--- config.mk ---
export PLATFORM = sky130hd
export DESIGN_NAME = i2c_addr_sweep
export DESIGN_NICKNAME = d
export VERILOG_FILES = /design/src/rtl/i2c_sweep_pkg.sv /design/src/rtl/sweep_sync.sv /design/src/rtl/sweep_qtick.sv /design/src/rtl/sweep_probe_fsm.sv /design/src/rtl/i2c_addr_sweep.sv
export SDC_FILE = /design/constraint.sdc
export NUM_CORES = 1
export LEC_CHECK = 0
export ABC_CLOCK_PERIOD_IN_PS = 2700
export CORE_ASPECT_RATIO = 2
export CORE_MARGIN = 2
export CORE_UTILIZATION = 35
export DETAILED_ROUTE_END_ITERATION = 6
export SLEW_MARGIN = 10
export SYNTH_ARGS = -nofsm -noshare
export SYNTH_HDL_FRONTEND = slang
export SYNTH_SLANG_ARGS = --single-unit
export TNS_END_PERCENT = 100
--- constraint.sdc ---
create_clock -name clk -period 2.7 [get_ports clk]
set_input_delay 0.27 -clock clk [delete_from_list [all_inputs] [get_ports clk]]
set_output_delay 0.27 -clock clk [all_outputs]
set_load 0.005 [all_outputs]
--- src/rtl/i2c_sweep_pkg.sv ---
package i2c_sweep_pkg;
  localparam int ADDR_W   = 7;
  localparam int BYTE_W   = ADDR_W + 1;
  localparam int ACK_SLOT = BYTE_W;   // index of the ninth clock

  typedef enum logic [2:0] {
    PH_IDLE,
    PH_START,
    PH_BIT,
    PH_STOP,
    PH_GAP
  } sweep_phase_e;

  localparam logic [1:0] SPD_FAST  = 2'd1;
  localparam logic [1:0] SPD_FASTP = 2'd2;
endpackage

--- src/rtl/sweep_sync.sv ---
module sweep_sync #(
  parameter int   STAGES  = 2,
  parameter logic RST_VAL = 1'b1
) (
  input  logic clk,
  input  logic rst,
  input  logic d,
  output logic q
);
  logic [STAGES-1:0] ff;

  generate
    if (STAGES == 1) begin : g_single
      always_ff @(posedge clk) begin
        if (rst) ff <= {STAGES{RST_VAL}};
        else     ff <= d;
      end
    end else begin : g_chain
      always_ff @(posedge clk) begin
        if (rst) ff <= {STAGES{RST_VAL}};
        else     ff <= {ff[STAGES-2:0], d};
      end
    end
  endgenerate

  assign q = ff[STAGES-1];
endmodule

--- src/rtl/sweep_qtick.sv ---
module sweep_qtick
  import i2c_sweep_pkg::*;
#(
  parameter int QTR_STD   = 250,
  parameter int QTR_FAST  = 62,
  parameter int QTR_FASTP = 25
) (
  input  logic       clk,
  input  logic       rst,
  input  logic [1:0] speed_i,
  input  logic       run_i,
  input  logic       hold_i,
  output logic       tick_o
);
  localparam int QMAX_A = (QTR_STD > QTR_FAST) ? QTR_STD : QTR_FAST;
  localparam int QMAX   = (QMAX_A > QTR_FASTP) ? QMAX_A : QTR_FASTP;
  localparam int CW     = (QMAX > 1) ? $clog2(QMAX) : 1;

  logic [CW-1:0] cnt;
  logic [CW-1:0] reload;

  always_comb begin
    case (speed_i)
      SPD_FAST:  reload = CW'(QTR_FAST - 1);
      SPD_FASTP: reload = CW'(QTR_FASTP - 1);
      default:   reload = CW'(QTR_STD - 1);
    endcase
  end

  assign tick_o = run_i && !hold_i && (cnt == '0);

  always_ff @(posedge clk) begin
    if (rst)                          cnt <= '0;
    else if (!run_i || hold_i || tick_o) cnt <= reload;
    else                              cnt <= cnt - 1'b1;
  end

  // The first quarter of a sweep starts from a fully primed counter.
  assert_full_first_quarter_R4: assert property (@(posedge clk) disable iff (rst)
    $rose(run_i) |-> (cnt == reload));
endmodule

--- src/rtl/sweep_probe_fsm.sv ---
module sweep_probe_fsm
  import i2c_sweep_pkg::*;
(
  input  logic              clk,
  input  logic              rst,
  input  logic              start_i,
  input  logic [1:0]        speed_i,
  input  logic              tick_i,
  input  logic              scl_hi_i,
  input  logic              sda_hi_i,
  output logic              run_o,
  output logic              hold_o,
  output logic [1:0]        speed_o,
  output logic              scl_low_o,
  output logic              sda_low_o,
  output logic [ADDR_W-1:0] found_addr_o,
  output logic              found_valid_o,
  output logic              done_o
);
  sweep_phase_e      phase;
  logic [1:0]        qtr;
  logic [3:0]        bitn;
  logic [ADDR_W-1:0] addr;
  logic [1:0]        speed_q;
  logic [BYTE_W-1:0] probe_byte;
  logic              bit_val;

  assign probe_byte = {addr, 1'b0};
  assign bit_val    = (bitn >= 4'(ACK_SLOT)) ? 1'b1 : probe_byte[3'd7 - bitn[2:0]];
  assign run_o      = (phase != PH_IDLE);
  assign hold_o     = ((phase == PH_BIT) || (phase == PH_STOP)) && (qtr == 2'd2) && !scl_hi_i;
  assign speed_o    = (phase == PH_IDLE) ? speed_i : speed_q;

  always_ff @(posedge clk) begin
    if (rst) begin
      phase         <= PH_IDLE;
      qtr           <= '0;
      bitn          <= '0;
      addr          <= '0;
      speed_q       <= '0;
      scl_low_o     <= 1'b0;
      sda_low_o     <= 1'b0;
      found_addr_o  <= '0;
      found_valid_o <= 1'b0;
      done_o        <= 1'b0;
    end else begin
      found_valid_o <= 1'b0;
      done_o        <= 1'b0;
      case (phase)
        PH_IDLE: begin
          scl_low_o <= 1'b0;
          sda_low_o <= 1'b0;
          if (start_i) begin
            speed_q <= speed_i;
            addr    <= '0;
            qtr     <= '0;
            phase   <= PH_START;
          end
        end
        PH_START: if (tick_i) begin
          qtr <= qtr + 1'b1;
          if (qtr == 2'd1) sda_low_o <= 1'b1;
          if (qtr == 2'd3) begin
            scl_low_o <= 1'b1;
            bitn      <= '0;
            phase     <= PH_BIT;
          end
        end
        PH_BIT: if (tick_i) begin
          qtr <= qtr + 1'b1;
          case (qtr)
            2'd0: sda_low_o <= !bit_val;
            2'd1: scl_low_o <= 1'b0;
            2'd3: begin
              scl_low_o <= 1'b1;
              if (bitn == 4'(ACK_SLOT)) begin
                if (!sda_hi_i) begin
                  found_valid_o <= 1'b1;
                  found_addr_o  <= addr;
                end
                phase <= PH_STOP;
              end else begin
                bitn <= bitn + 1'b1;
              end
            end
            default: ;
          endcase
        end
        PH_STOP: if (tick_i) begin
          qtr <= qtr + 1'b1;
          case (qtr)
            2'd0: sda_low_o <= 1'b1;
            2'd1: scl_low_o <= 1'b0;
            2'd3: begin
              sda_low_o <= 1'b0;
              phase     <= PH_GAP;
            end
            default: ;
          endcase
        end
        PH_GAP: if (tick_i) begin
          qtr <= qtr + 1'b1;
          if (qtr == 2'd3) begin
            if (&addr) begin
              done_o <= 1'b1;
              phase  <= PH_IDLE;
            end else begin
              addr  <= addr + 1'b1;
              phase <= PH_START;
            end
          end
        end
        default: phase <= PH_IDLE;
      endcase
    end
  end

  // Data bits may only move SDA while SCL is held low.
  assert_sda_only_with_scl_low_R6: assert property (@(posedge clk) disable iff (rst)
    (phase == PH_BIT && $past(phase) == PH_BIT && sda_low_o != $past(sda_low_o))
      |-> (scl_low_o && $past(scl_low_o)));

  assert_found_one_cycle_R3: assert property (@(posedge clk) disable iff (rst)
    found_valid_o |=> !found_valid_o);

  assert_found_after_ack_slot_R3: assert property (@(posedge clk) disable iff (rst)
    found_valid_o |-> (phase == PH_STOP && $past(phase) == PH_BIT));

  assert_done_one_cycle_R8: assert property (@(posedge clk) disable iff (rst)
    done_o |=> !done_o);

  assert_restart_ignored_R9: assert property (@(posedge clk) disable iff (rst)
    (phase != PH_IDLE && start_i) |=> $stable(speed_q));

  assert_idle_released_R5: assert property (@(posedge clk) disable iff (rst)
    (phase == PH_IDLE && $past(phase) == PH_IDLE) |-> (!scl_low_o && !sda_low_o));
endmodule

--- src/rtl/i2c_addr_sweep.sv ---
module i2c_addr_sweep
  import i2c_sweep_pkg::*;
#(
  parameter int QTR_STD     = 250,
  parameter int QTR_FAST    = 62,
  parameter int QTR_FASTP   = 25,
  parameter int SYNC_STAGES = 2
) (
  input  logic              clk,
  input  logic              rst,
  input  logic              start,
  input  logic [1:0]        speed_sel,
  input  logic              scl_in,
  input  logic              sda_in,
  output logic              scl_drive_low,
  output logic              sda_drive_low,
  output logic [ADDR_W-1:0] found_addr,
  output logic              found_valid,
  output logic              done
);
  logic scl_hi, sda_hi, tick, run, hold;
  logic [1:0] speed_eff;

  sweep_sync #(.STAGES(SYNC_STAGES), .RST_VAL(1'b1)) u_scl_sync (
    .clk(clk), .rst(rst), .d(scl_in), .q(scl_hi));

  sweep_sync #(.STAGES(SYNC_STAGES), .RST_VAL(1'b1)) u_sda_sync (
    .clk(clk), .rst(rst), .d(sda_in), .q(sda_hi));

  sweep_qtick #(.QTR_STD(QTR_STD), .QTR_FAST(QTR_FAST), .QTR_FASTP(QTR_FASTP)) u_qtick (
    .clk(clk), .rst(rst), .speed_i(speed_eff), .run_i(run), .hold_i(hold), .tick_o(tick));

  sweep_probe_fsm u_fsm (
    .clk(clk), .rst(rst), .start_i(start), .speed_i(speed_sel), .tick_i(tick),
    .scl_hi_i(scl_hi), .sda_hi_i(sda_hi), .run_o(run), .hold_o(hold), .speed_o(speed_eff),
    .scl_low_o(scl_drive_low), .sda_low_o(sda_drive_low),
    .found_addr_o(found_addr), .found_valid_o(found_valid), .done_o(done));
endmodule

==> impl_results.md <==
- IO Count: 18
- Reg area: 821 um^2
- Fin. max-slew vios: 0
- Layout cell share with drive strength beyond 1: 12.1%
- Die Y: 119 um
- Post-Syn Area: 2300 um^2
- Layout Nets: 306
- Minimum clock period: 2.31 ns
- Largest net degree at the start of global routing: 20
- Post-DRT Antenna Nets: 0
- Syn_nets: 285
- Pre-Repair DR Iteration Count: 4
- Vias/cell: 5.40
- Clock Path Buffers: 2
- Fmax: 433 MHz
- Post-synthesis sequential area ratio: 35.6%
- Max Cap Violations: 0
- Cts-stage hold buffer count: 0
- Endpoints failing hold: 0
- Worst-Skew Late Latency: 0.29 ns
- Row Count: 41
- CTS sink count: 41
- Yosys top cell area share: 35.6%
- Gr ovfl total: 0
- Main synth FF type: dfxtp_1
- LEAKAGE: 1.06 nW
- Area grow syn2layout: 19.9%
- Initial antenna violation count: 0
- RSZ-0062 raised after global routing: false
- First-pass GRT wire length: 9780 um
- Asr flop ratio synth: 0%
- CTS Root Cell: clkbuf_16
- Drt total wl: 5900 um
- CP required: 2.88 ns
- Number of register bits inferred by synthesis: 41
- Vias: 2032
- Syn Inst Count: 268
- CTS tree: built
- Setup violators final: 0
- EDFF count, synth: 0
- Vias in the first global route: 1984
- Die area: 7290 um^2
- Finished Core Util: 43.4%
- Least-Margin Pin Slew: 0.710 ns
- Critical path launch point type: flop
- Maximum vdd drop: 0.332 mV
- Clk slew on worst S/H paths: 0.06 ns
- WP data arrival: 2.49 ns
- Synth top area cells: dfxtp_1 36%, ha_1 5.4%, a21oi_1 5.2%
- Yosys cell types: 58
- Core area: 6360 um^2
- Initial Utilization: 36.2%
- Initial DRC Count: 69
- Status: complete, no violations
- Fin crit share: 85.5%
- Area leader, netlist: dfxtp_1
- P per Cell Area: 559 nW/um^2
- Ant. Diodes: 0
- CTS buffer count: 5
- TNS Setup: 0 ns
- All-Layer GR Usage: 18.1%
- Worst min-delay path category: reg -> reg
- Crit. End Element: flop
- Multi-input gate area: 1360 um^2
- WS Path Type: reg -> reg
- Post-DR wirelength/cell: 15.7 um
- Cts repair resizes: 0
- Layout Skew: 0.00872 ns
- Fill cells: 694
- YS warnings: 0
- Chip Width: 61.4 um
- Synthesized area per cell: 8.59 um^2
- Max FO, Critical Path: 12
- Routability Congestion: 0.890
- H-tree levels: 2
- Post-DP HPWL: 4430 um
- Number of port buffers: 17
- DRC Markers: 0
- Slew headroom: 52.5%
- Post-CTS setup buffer count: 0
-- area by class of cell --
cell class	count	area share, %
Clock buffer	7	5.16
Clock inverter	1	1.09
Inverter	14	1.90
Multi-Input combinational cell	199	49.1
Sequential cell	41	29.7
Tap cell	86	3.89
Timing Repair Buffer	28	9.15
-- worst max-delay path, cell delays in order, from the launching register on --
cell and delay, ns:
dfxtp_1 0.32, or4_4 0.59, nor3_2 0.18, buf_4 0.22, nand3_1 0.17, o41a_1 0.45
a311oi_1 0.26
-- kinds of logic (layout without fill, tap and decap cells) --
logic type / Yosys count / count (layout) / synth area share (%)
mux: 15 / 15 / 7.28
xor+xnor: 8 / 8 / 3.04
simple gates: 106 / 106 / 25.7
flops: 41 / 41 / 35.6
fa+ha+maj: 10 / 10 / 5.43
buf+inv: 28 / 50 / 5.49
compound gates: 60 / 60 / 17.4
-- flip-flops by register name (all words and copies together), names as in the netlist --
signal	count
u_qtick.cnt	8
u_fsm.addr	7
u_fsm.found_addr_o	7
u_fsm.bitn	4
u_fsm.phase	3
u_fsm.qtr	2
u_fsm.speed_q	2
u_scl_sync.ff	2
u_sda_sync.ff	2
u_fsm.done_o	1
u_fsm.found_valid_o	1
u_fsm.scl_low_o	1
u_fsm.sda_low_o	1
-- routing by layer --
metal	part of all wire [%]	vias up	global-route usage, %
met5	0	-	0
met1	36	979	18.7
met2	56	35	31.5
met4	3.9	0	10.6
li1	-	1006	-
met3	3.6	12	3.50
-- final timing paths --
check	startpoint	endpoint	slack [ns]	cells past startpoint
hold reg to reg	u_sda_sync.ff[0]	u_sda_sync.ff[1]	0.41	1
setup reg to reg	u_qtick.cnt[5]	u_fsm.bitn[3]	0.39	6
setup / recovery	u_qtick.cnt[5]	u_fsm.bitn[3]	0.39	6
hold / removal	u_sda_sync.ff[0]	u_sda_sync.ff[1]	0.41	1
-- cells in the final DEF, fill, tap and decap left out, drive strengths merged, types with 2 or more instances in the layout --
master,count
nor4b,3
nor2,23
nor4,2
clkbuf,7
inv,13
or2b,3
dfxtp,41
a31oi,3
or4,4
mux2i,10
o221ai,3
a21oi,24
nand4,5
nor2b,4
nand2,18
o31ai,2
mux2,4
or4b,2
and2,6
nor3,7
a211oi,3
buf,11
ha,10
nand3,11
nand2b,4
or2,5
xnor2,7
clkdlybuf4s50,17
a32oi,2
o21ai,11
or3,5
-- power by group --
group | switching [W] | internal (W) | leakage [nW]
Sequential | 0.0000243 | 0.000627 | 0.334
Clock | 0.000244 | 0.000462 | 0.0841
Combinational | 0.000104 | 0.0000831 | 0.638
-- Yosys cell counts, types with 2 or more instances --
cell      count
a211oi_1      3
nor4_1        2
a32oi_1       2
or3_1         5
or4b_1        2
o221ai_1      3
nand3_1      10
clkbuf_1     11
xnor2_1       7
mux2i_1      10
nand4_1       4
dfxtp_1      41
ha_1         10
nor4b_1       3
nor2b_1       4
or2_2         5
o31ai_1       2
mux2_2        3
nand2b_1      4
a21oi_1      24
a31oi_1       3
nand2_1      18
and2_1        5
nor3_1        6
o21ai_0      11
inv_1        13
or4_1         3
clkbuf_8      2
nor2_1       23
-- per-stage QoR --
| step | cells | total power [W] | hold slack [ns] | setup WS, ns | cell area, um^2 |
|---|---|---|---|---|---|
| 2_1_floorplan | 268 | 0.000790 | 0.374 | 0.628 | 2300 |
| 5_1_grt | 376 | 0.00160 | 0.417 | 0.236 | 2760 |
| 4_1_cts | 376 | 0.00156 | 0.407 | 0.375 | 2760 |
| 6_report | 376 | 0.00154 | 0.405 | 0.391 | 2760 |
| 3_5_place_dp | 368 | 0.000851 | 0.400 | 0.405 | 2590 |
| 3_3_place_gp | 368 | 0.000849 | 0.395 | 0.448 | 2590 |
No activity file was read; power rests on OpenSTA's default activity.
